## src/rtl/plru_pkg.sv

```systemverilog
package plru_pkg;
  // Direction encoded by one tree node.
  typedef enum logic {
    PT_LOWER = 1'b0,
    PT_UPPER = 1'b1
  } ptr_dir_e;

  // Bits needed to hold an index in [0, n-1], at least one.
  function automatic int idx_bits(input int n);
    return (n > 1) ? $clog2(n) : 1;
  endfunction
endpackage

```

## src/rtl/plru_tree_walk.sv

```systemverilog
module plru_tree_walk
  import plru_pkg::*;
#(
  parameter int WAYS = 8
) (
  input  logic [WAYS-1:1]              tree,
  output logic [idx_bits(WAYS)-1:0]    way
);
  localparam int WW = idx_bits(WAYS);

  logic [WW-1:0] node;
  ptr_dir_e      dir;

  // Heap order: node 1 is the root, children of n are 2n and 2n+1.
  always_comb begin
    node = WW'(1);
    way  = '0;
    dir  = PT_LOWER;
    for (int lvl = 0; lvl < WW; lvl++) begin
      dir  = ptr_dir_e'(tree[node]);
      way  = (way << 1) | WW'(dir);
      node = (node << 1) | WW'(dir);
    end
  end
endmodule

```

## src/rtl/plru_tree_update.sv

```systemverilog
module plru_tree_update
  import plru_pkg::*;
#(
  parameter int WAYS = 8
) (
  input  logic [WAYS-1:1]           cur_tree,
  input  logic [idx_bits(WAYS)-1:0] used_way,
  output logic [WAYS-1:1]           nxt_tree
);
  localparam int WW = idx_bits(WAYS);

  logic [WW-1:0] node;
  logic [WW-1:0] rest;
  ptr_dir_e      went;

  // Each node on the path is turned to face the half not just used.
  always_comb begin
    nxt_tree = cur_tree;
    node     = WW'(1);
    rest     = used_way;
    went     = PT_LOWER;
    for (int lvl = 0; lvl < WW; lvl++) begin
      went           = ptr_dir_e'(rest[WW-1]);
      nxt_tree[node] = (went == PT_LOWER) ? PT_UPPER : PT_LOWER;
      node           = (node << 1) | WW'(went);
      rest           = rest << 1;
    end
  end
endmodule

```

## src/rtl/plru_state_array.sv

```systemverilog
module plru_state_array
  import plru_pkg::*;
#(
  parameter int WAYS = 8,
  parameter int SETS = 16
) (
  input  logic                      clk,
  input  logic                      rst,
  input  logic                      wr_en,
  input  logic [idx_bits(SETS)-1:0] wr_set,
  input  logic [WAYS-1:1]           wr_tree,
  input  logic [idx_bits(SETS)-1:0] rd_a_set,
  output logic [WAYS-1:1]           rd_a_tree,
  input  logic [idx_bits(SETS)-1:0] rd_b_set,
  output logic [WAYS-1:1]           rd_b_tree
);
  localparam int SW = idx_bits(SETS);

  logic [WAYS-1:1] rows [SETS];

  for (genvar s = 0; s < SETS; s++) begin : g_set
    logic [WAYS-1:1] row_q;
    always_ff @(posedge clk) begin
      if (rst)
        row_q <= '0;
      else if (wr_en && (wr_set == SW'(s)))
        row_q <= wr_tree;
    end
    assign rows[s] = row_q;
  end

  assign rd_a_tree = rows[rd_a_set];
  assign rd_b_tree = rows[rd_b_set];
endmodule

```

## src/rtl/plru_victim_sel.sv

```systemverilog
module plru_victim_sel
  import plru_pkg::*;
#(
  parameter int WAYS = 8,
  parameter int SETS = 16
) (
  input  logic                      clk,
  input  logic                      rst,
  input  logic                      touch_en,
  input  logic [idx_bits(SETS)-1:0] touch_set,
  input  logic [idx_bits(WAYS)-1:0] touch_way,
  input  logic [idx_bits(SETS)-1:0] probe_set,
  output logic [idx_bits(WAYS)-1:0] victim_way
);
  localparam int WW = idx_bits(WAYS);

  logic [WAYS-1:1] probe_tree;
  logic [WAYS-1:1] touch_tree;
  logic [WAYS-1:1] touch_next;

  plru_state_array #(.WAYS(WAYS), .SETS(SETS)) u_state (
    .clk       (clk),
    .rst       (rst),
    .wr_en     (touch_en),
    .wr_set    (touch_set),
    .wr_tree   (touch_next),
    .rd_a_set  (probe_set),
    .rd_a_tree (probe_tree),
    .rd_b_set  (touch_set),
    .rd_b_tree (touch_tree)
  );

  plru_tree_update #(.WAYS(WAYS)) u_update (
    .cur_tree (touch_tree),
    .used_way (touch_way),
    .nxt_tree (touch_next)
  );


  path_bits_chk: assert property (@(posedge clk) disable iff (rst)
    touch_en |-> ($countones(touch_tree ^ touch_next) <= WW));

  plru_tree_walk #(.WAYS(WAYS)) u_walk (
    .tree (probe_tree),
    .way  (victim_way)
  );


  reset_zero_chk: assert property (@(posedge clk) disable iff (rst)
    $past(rst) |-> (victim_way == '0));


  avoid_touched_chk: assert property (@(posedge clk) disable iff (rst)
    (touch_en && (touch_set == probe_set)) |=>
      ($stable(probe_set) -> (victim_way != $past(touch_way))));


  hold_victim_chk: assert property (@(posedge clk) disable iff (rst)
    !(touch_en && (touch_set == probe_set)) |=>
      ($stable(probe_set) -> $stable(victim_way)));
endmodule

```

## config.mk

```make
export PLATFORM = sky130hd
export DESIGN_NAME = plru_victim_sel
export DESIGN_NICKNAME = d
export VERILOG_FILES = /design/src/rtl/plru_pkg.sv /design/src/rtl/plru_tree_walk.sv /design/src/rtl/plru_tree_update.sv /design/src/rtl/plru_state_array.sv /design/src/rtl/plru_victim_sel.sv
export SDC_FILE = /design/constraint.sdc
export NUM_CORES = 1
export LEC_CHECK = 0
export ABC_AREA = 0
export BUFFER_PORTS_ARGS = -buffer_cell sky130_fd_sc_hd__buf_4
export CORE_MARGIN = 5
export CORE_UTILIZATION = 56
export DETAILED_ROUTE_END_ITERATION = 10
export PLACE_DENSITY = 0.83
export REMOVE_ABC_BUFFERS = 1
export SYNTH_ARGS = -nofsm -noshare
export SYNTH_HDL_FRONTEND = slang
export SYNTH_SLANG_ARGS = --single-unit
```

## constraint.sdc

```tcl
create_clock -name clk -period 1.88 [get_ports clk]
set_clock_uncertainty 0.05 [all_clocks]
set_input_delay 0.094 -clock clk [delete_from_list [all_inputs] [get_ports clk]]
set_output_delay 0.094 -clock clk [all_outputs]
set_load 0.03 [all_outputs]
```

==> reports/metrics.csv, run 1 <==
stage;metric;value;unit
status;status;finished with violations;
status;violations;setup timing;
clock_network;path_clk_slew;0.11;ns
die;ios;17;
power;peakVddDrop;0.354;mV
logic_synthesis;synth_area_per_cell;10.7;µm²
logic_synthesis;synth_seq_cells;112;
hold_path;hold_class;input pin to flip-flop;
logic_synthesis;yosys.area.top_type;dfxtp_1;
critical_path;slowest_stage;mux4_2;
sta;worst_slew_pin_slew;0.479;ns
critical_path;cpPeakStageDelay;0.56;ns
clock_network;clock_latency;0.38;ns
die;core-area;0.00977;mm²
finish;syn_to_final_growth;22.4;%
route;route.detailed.drc;0;
sta;drv_slew;0;
logic_synthesis;synth_cells;523;
die;die_w;110;µm
sta;setup_viol;67;
finish;nFillCells;668;
sta;rsz0062_at_grt;yes;
route;vias;4901;
clock_network;cts_tree;yes;
critical_path;start_kind;flip-flop;
placement;place_ws;-0.375;ns
sta;hold_viol;0;
finish;regArea;0.00225;mm²
placement;gp_congestion;0.885;
clock_network;root_buffer;clkbuf_8;
clock_network;cts_made_buffers;9;
die;die_h;110;µm
finish;largest-register;u_state.g_set.row_q;
placement;dp_hpwl;10500;µm
route;wl;16700;µm
route;via_per_inst;6.71;
global_route;grt.total_usage;0.282;
sta;clock.fmax;409;MHz
finish;drive_gt1_frac;0.404;
finish;multi_input_area;0.00332;mm²
die;initial_utilization;0.574;
critical_path;setup.worst_path.end_class;primary output;
sta;worst_slack;-0.562;ns
placement;io_buffers;16;
clock_network;htree_levels;3;
power;leakage;2.38;nW
route;wl_per_cell;22.9;µm
die;num_rows;36;
logic_synthesis;ys_async_sr_fraction;0;
critical_path;cp.arrival;2.30;ns
finish;reg_top3;u_state.g_set.row_q (112);
global_route;grt_pass1_wl;25600;µm
finish;largest_reg_flops;112;
placement;placedCellCount;709;
finish;fin_nets;606;
sta;period_minus_slack;2.44;ns
sta;setup_tns;-7.31;ns
critical_path;cp.required;1.74;ns
critical_path;critical_path.cell_chain;mux4_2, mux4_2, mux2_4, buf_6;
logic_synthesis;synth_edf_count;0;
clock_network;cts.sinks;112;
route;dr.pass1.iters;5;
critical_path;crit_fanout;3;
finish;fin_area;0.00686;mm²
global_route;antenna_found_initial;0;
job;cap_violations;0;
logic_synthesis;yosys-top-cells-area;dfxtp_1 40%, mux4_2 18%, a211oi_1 15%, nor2_1 8.6%, mux4_1 6.1%;
logic_synthesis;synth.distinct_cells;25;
route;antenna_left;0;
global_route;grt_max_degree;54;
finish;final_cells;730;
global_route;grt_pass1_vias;4764;
sta;fin_crit_sh;1.30;
logic_synthesis;syn-cell-area;0.00561;mm²
global_route;grt_remaining_overflow;0;
critical_path;worstSetupPathType;flip-flop to primary output;
die;fp.dieArea;0.0121;mm²
logic_synthesis;netlist.area_leader.share;0.400;
power;powerDensity;674;mW/mm²
critical_path;cp_common_cell;mux4_2;
finish;fin_util;0.702;
sta;worst_slew_margin_rel;0.680;
route;first_iter_violations;641;
placement;place_area;0.00636;mm²
logic_synthesis;ys_seq_area_frac;0.400;
logic_synthesis;yosys_warnings;0;
clock_network;clk_path_buf_depth;2;
logic_synthesis;synth_top_flop_cell;dfxtp_1;
finish;diodes;0;
## cell families after synthesis
family / Yosys count / synth area share
simple gates: 165 / 0.120
compound gates: 122 / 0.168
flops: 112 / 0.400
mux: 69 / 0.264
buf+inv: 55 / 0.0493
## final cells by class
type | instances | share of cell area
Timing Repair Buffer | 111 | 0.133
Tap cell | 133 | 0.0242
Multi-Input combinational cell | 356 | 0.484
Inverter | 2 | 0.00109
Sequential cell | 112 | 0.329
Clock buffer | 10 | 0.0186
Clock inverter | 6 | 0.0106
## layer usage
metal	part of all wire	wire length, µm	global-route usage	vias up
li1	-	-	-	2125
met1	0.37	6180	0.361	2358
met2	0.49	8190	0.470	357
met3	0.10	1730	0.0402	59
met4	0.034	575	0.135	2
met5	0.0020	34	0	-
## worst max-delay path: cells and delay by family, from the launching register on
kind                   cells  cell delay (ns)
multiplexers               3             1.42
flip-flops                 1             0.34
buffers and inverters      1             0.14
## worst paths after layout
path / startpoint / to / slack [ns] / cells after the start
worst max-delay path: u_state.g_set[3].row_q[1]$_SDFFE_PP0P_ / victim_way[1] / -0.56 / 4
worst min-delay path: touch_way[2] / u_state.g_set[3].row_q[1]$_SDFFE_PP0P_ / 0.05 / 2
worst max register to register: u_state.g_set[15].row_q[4]$_SDFFE_PP0P_ / u_state.g_set[12].row_q[4]$_SDFFE_PP0P_ / -0.12 / 5
worst min register to register: u_state.g_set[10].row_q[1]$_SDFFE_PP0P_ / u_state.g_set[10].row_q[1]$_SDFFE_PP0P_ / 0.45 / 2
## synthesized netlist by cell type (all sizes together), types with 2 or more instances
cell type,instances
nor2,129
nand3,13
a211oi,112
nor3,4
clkbuf,31
inv,2
mux2i,11
a22oi,6
buf,22
dfxtp,112
nand2,9
nand2b,3
nor2b,4
a21oi,3
nand3b,2
mux4,57
## per-stage QoR
step | power, mW | hold WS [ns]
floorplan | 2.76 | 0.109
global placement | 3.05 | 0.434
detailed placement | 3.08 | 0.440
CTS | 4.58 | 0.0386
global route | 4.73 | 0.0719
finish | 4.63 | 0.0480
## placed cells by master, fill, tap and decap left out, types with 3 or more instances in the layout
cell        n
inv_6       4
a211oi_2   38
nor2_1    129
a211oi_1   72
nand2b_1    3
buf_6       8
nor3_1      4
nand2_1     9
buf_12      3
dfxtp_1   102
mux4_1      7
clkbuf_8    9
dfxtp_2    10
mux4_2     50
buf_4      98
nor2b_1     4
a22oi_2     6
nand3_1    13
mux2i_1     8
## power breakdown
group          switching (mW)  internal [mW]
Sequential             0.0350           2.42
Combinational           0.365          0.280
Clock                   0.887          0.638
Total                    1.29           3.34
## repair_timing
action,4_1_cts,5_1_grt
setup endpoints to repair,79,74
pin swaps,5,14
hold buffers,0,0
buffers inserted,4,3
resized for setup,32,51
cloned,3,0
Power figures use the tool's default switching activity.
==> run 2: changes to the inputs <==
- SETUP_SLACK_MARGIN: unset -> 0.15
==> reports/metrics.csv, run 2 (synthesized netlist as in run 1, its figures left out) <==
stage;metric;value;unit
global_route;grt_max_degree;54;
finish;final_cells;736;
critical_path;cp.required;1.74;ns
sta;setup_viol;79;
clock_network;path_clk_slew;0.11;ns
die;fp.dieArea;0.0121;mm²
finish;layout_common_cells;129 x nor2_1, 95 x dfxtp_1, 90 x buf_4;
route;via_per_inst;6.79;
route;route.detailed.drc;0;
global_route;grt_pass1_vias;4798;
die;num_rows;36;
sta;clock.fmax;404;MHz
critical_path;worstSetupPathType;flip-flop to primary output;
finish;multi_input_area;0.00328;mm²
sta;worst_slew_margin_rel;0.720;
die;initial_utilization;0.574;
sta;period_minus_slack;2.48;ns
finish;largest_reg_flops;112;
clock_network;cts_made_buffers;9;
placement;placedCellCount;709;
clock_network;clk_path_buf_depth;2;
clock_network;root_buffer;clkbuf_8;
finish;regArea;0.00226;mm²
power;powerDensity;668;mW/mm²
placement;gp_congestion;0.885;
sta;worst_slew_pin_slew;0.420;ns
sta;setup_tns;-10.00;ns
sta;worst_slack;-0.598;ns
die;die_h;110;µm
global_route;antenna_found_initial;0;
sta;drv_slew;0;
die;core-area;0.00977;mm²
power;leakage;2.45;nW
placement;io_buffers;16;
finish;nFillCells;631;
clock_network;cts.sinks;112;
power;peakVddDrop;0.337;mV
status;status;finished with violations;
route;antenna_left;0;
finish;final_common_cell;nor2_1;
sta;hold_viol;0;
status;violations;setup timing;
finish;reg_top3;u_state.g_set.row_q (112);
clock_network;htree_levels;3;
critical_path;cp.arrival;2.33;ns
finish;diodes;0;
route;first_iter_violations;634;
sta;rsz0062_at_grt;yes;
route;wl;17100;µm
route;wl_per_cell;23.2;µm
finish;syn_to_final_growth;24.4;%
route;dr.pass1.iters;6;
critical_path;critical_path.cell_chain;mux4_2, a22oi_1, nand3_1, mux2i_1, mux2i_1, buf_4;
clock_network;cts_tree;yes;
finish;largest-register;u_state.g_set.row_q;
critical_path;start_kind;flip-flop;
die;ios;17;
placement;dp_hpwl;10500;µm
global_route;grt.total_usage;0.288;
global_route;grt_remaining_overflow;0;
sta;fin_crit_sh;1.32;
global_route;grt_pass1_wl;26100;µm
die;die_w;110;µm
clock_network;clock_latency;0.38;ns
critical_path;crit_fanout;2;
job;cap_violations;0;
critical_path;cpPeakStageDelay;0.48;ns
finish;drive_gt1_frac;0.405;
hold_path;hold_class;input pin to flip-flop;
critical_path;setup.worst_path.end_class;primary output;
finish;fin_nets;612;
critical_path;slowest_stage;mux4_2;
critical_path;cp_common_cell;mux2i_1;
route;vias;4997;
run 2: worst paths after layout:
check                                                              from                                      end  slack (ns)  cells past startpoint
worst min-delay path                                       touch_way[2]   u_state.g_set[3].row_q[1]$_SDFFE_PP0P_        0.05                      2
worst max-delay path             u_state.g_set[3].row_q[2]$_SDFFE_PP0P_                            victim_way[0]       -0.60                      6
worst max register to register  u_state.g_set[12].row_q[6]$_SDFFE_PP0P_   u_state.g_set[0].row_q[6]$_SDFFE_PP0P_       -0.17                      6
worst min register to register  u_state.g_set[10].row_q[1]$_SDFFE_PP0P_  u_state.g_set[10].row_q[1]$_SDFFE_PP0P_        0.45                      2
run 2: layout make-up:
class / count / area share
multi-input cells: 356 / 0.470
flip-flops and latches: 112 / 0.325
repair buffers: 117 / 0.152
well taps: 133 / 0.0239
clock buffers: 10 / 0.0183
clock inverters: 6 / 0.0104
inverters: 2 / 0.00108
run 2: critical path, delay by kind of cell (launching register included):
kind / cells / cell delay, ns
buffers and inverters: 1 / 0.22
flip-flops: 1 / 0.36
AND/OR/NAND/NOR: 1 / 0.18
multiplexers: 3 / 0.86
AO/OA/AOI/OAI: 1 / 0.32
run 2: where the power goes:
group          switching (mW)  internal [mW]  leakage, nW
registers              0.0365           2.42        0.915
logic                   0.373          0.307         1.43
clock network           0.877          0.638       0.0983
run 2: metal layers:
layer  share of wire  global-route usage  vias to the layer above
met5               0                   0                        -
met2            0.49               0.480                      350
met3           0.096              0.0443                       66
met1            0.37               0.367                     2442
met4           0.037               0.137                        0
li1                -                   -                     2139
run 2: through the flow:
stage	area (µm²)	worst slack, ns	hold slack [ns]	power, mW	util
floorplan	5340	-0.169	0.109	2.76	-
global placement	6360	-0.329	0.434	3.05	0.651
detailed placement	6360	-0.375	0.440	3.08	0.651
CTS	6810	-0.506	0.0396	4.59	0.696
global route	6970	-0.651	0.0797	4.76	0.714
finish	6970	-0.598	0.0525	4.66	0.714
run 2: repair_timing:
action,CTS,global route
cloned,3,0
setup endpoints to repair,99,99
gates resized for setup,49,40
buffers inserted,6,2
pin swaps,7,6
hold buffers,0,0
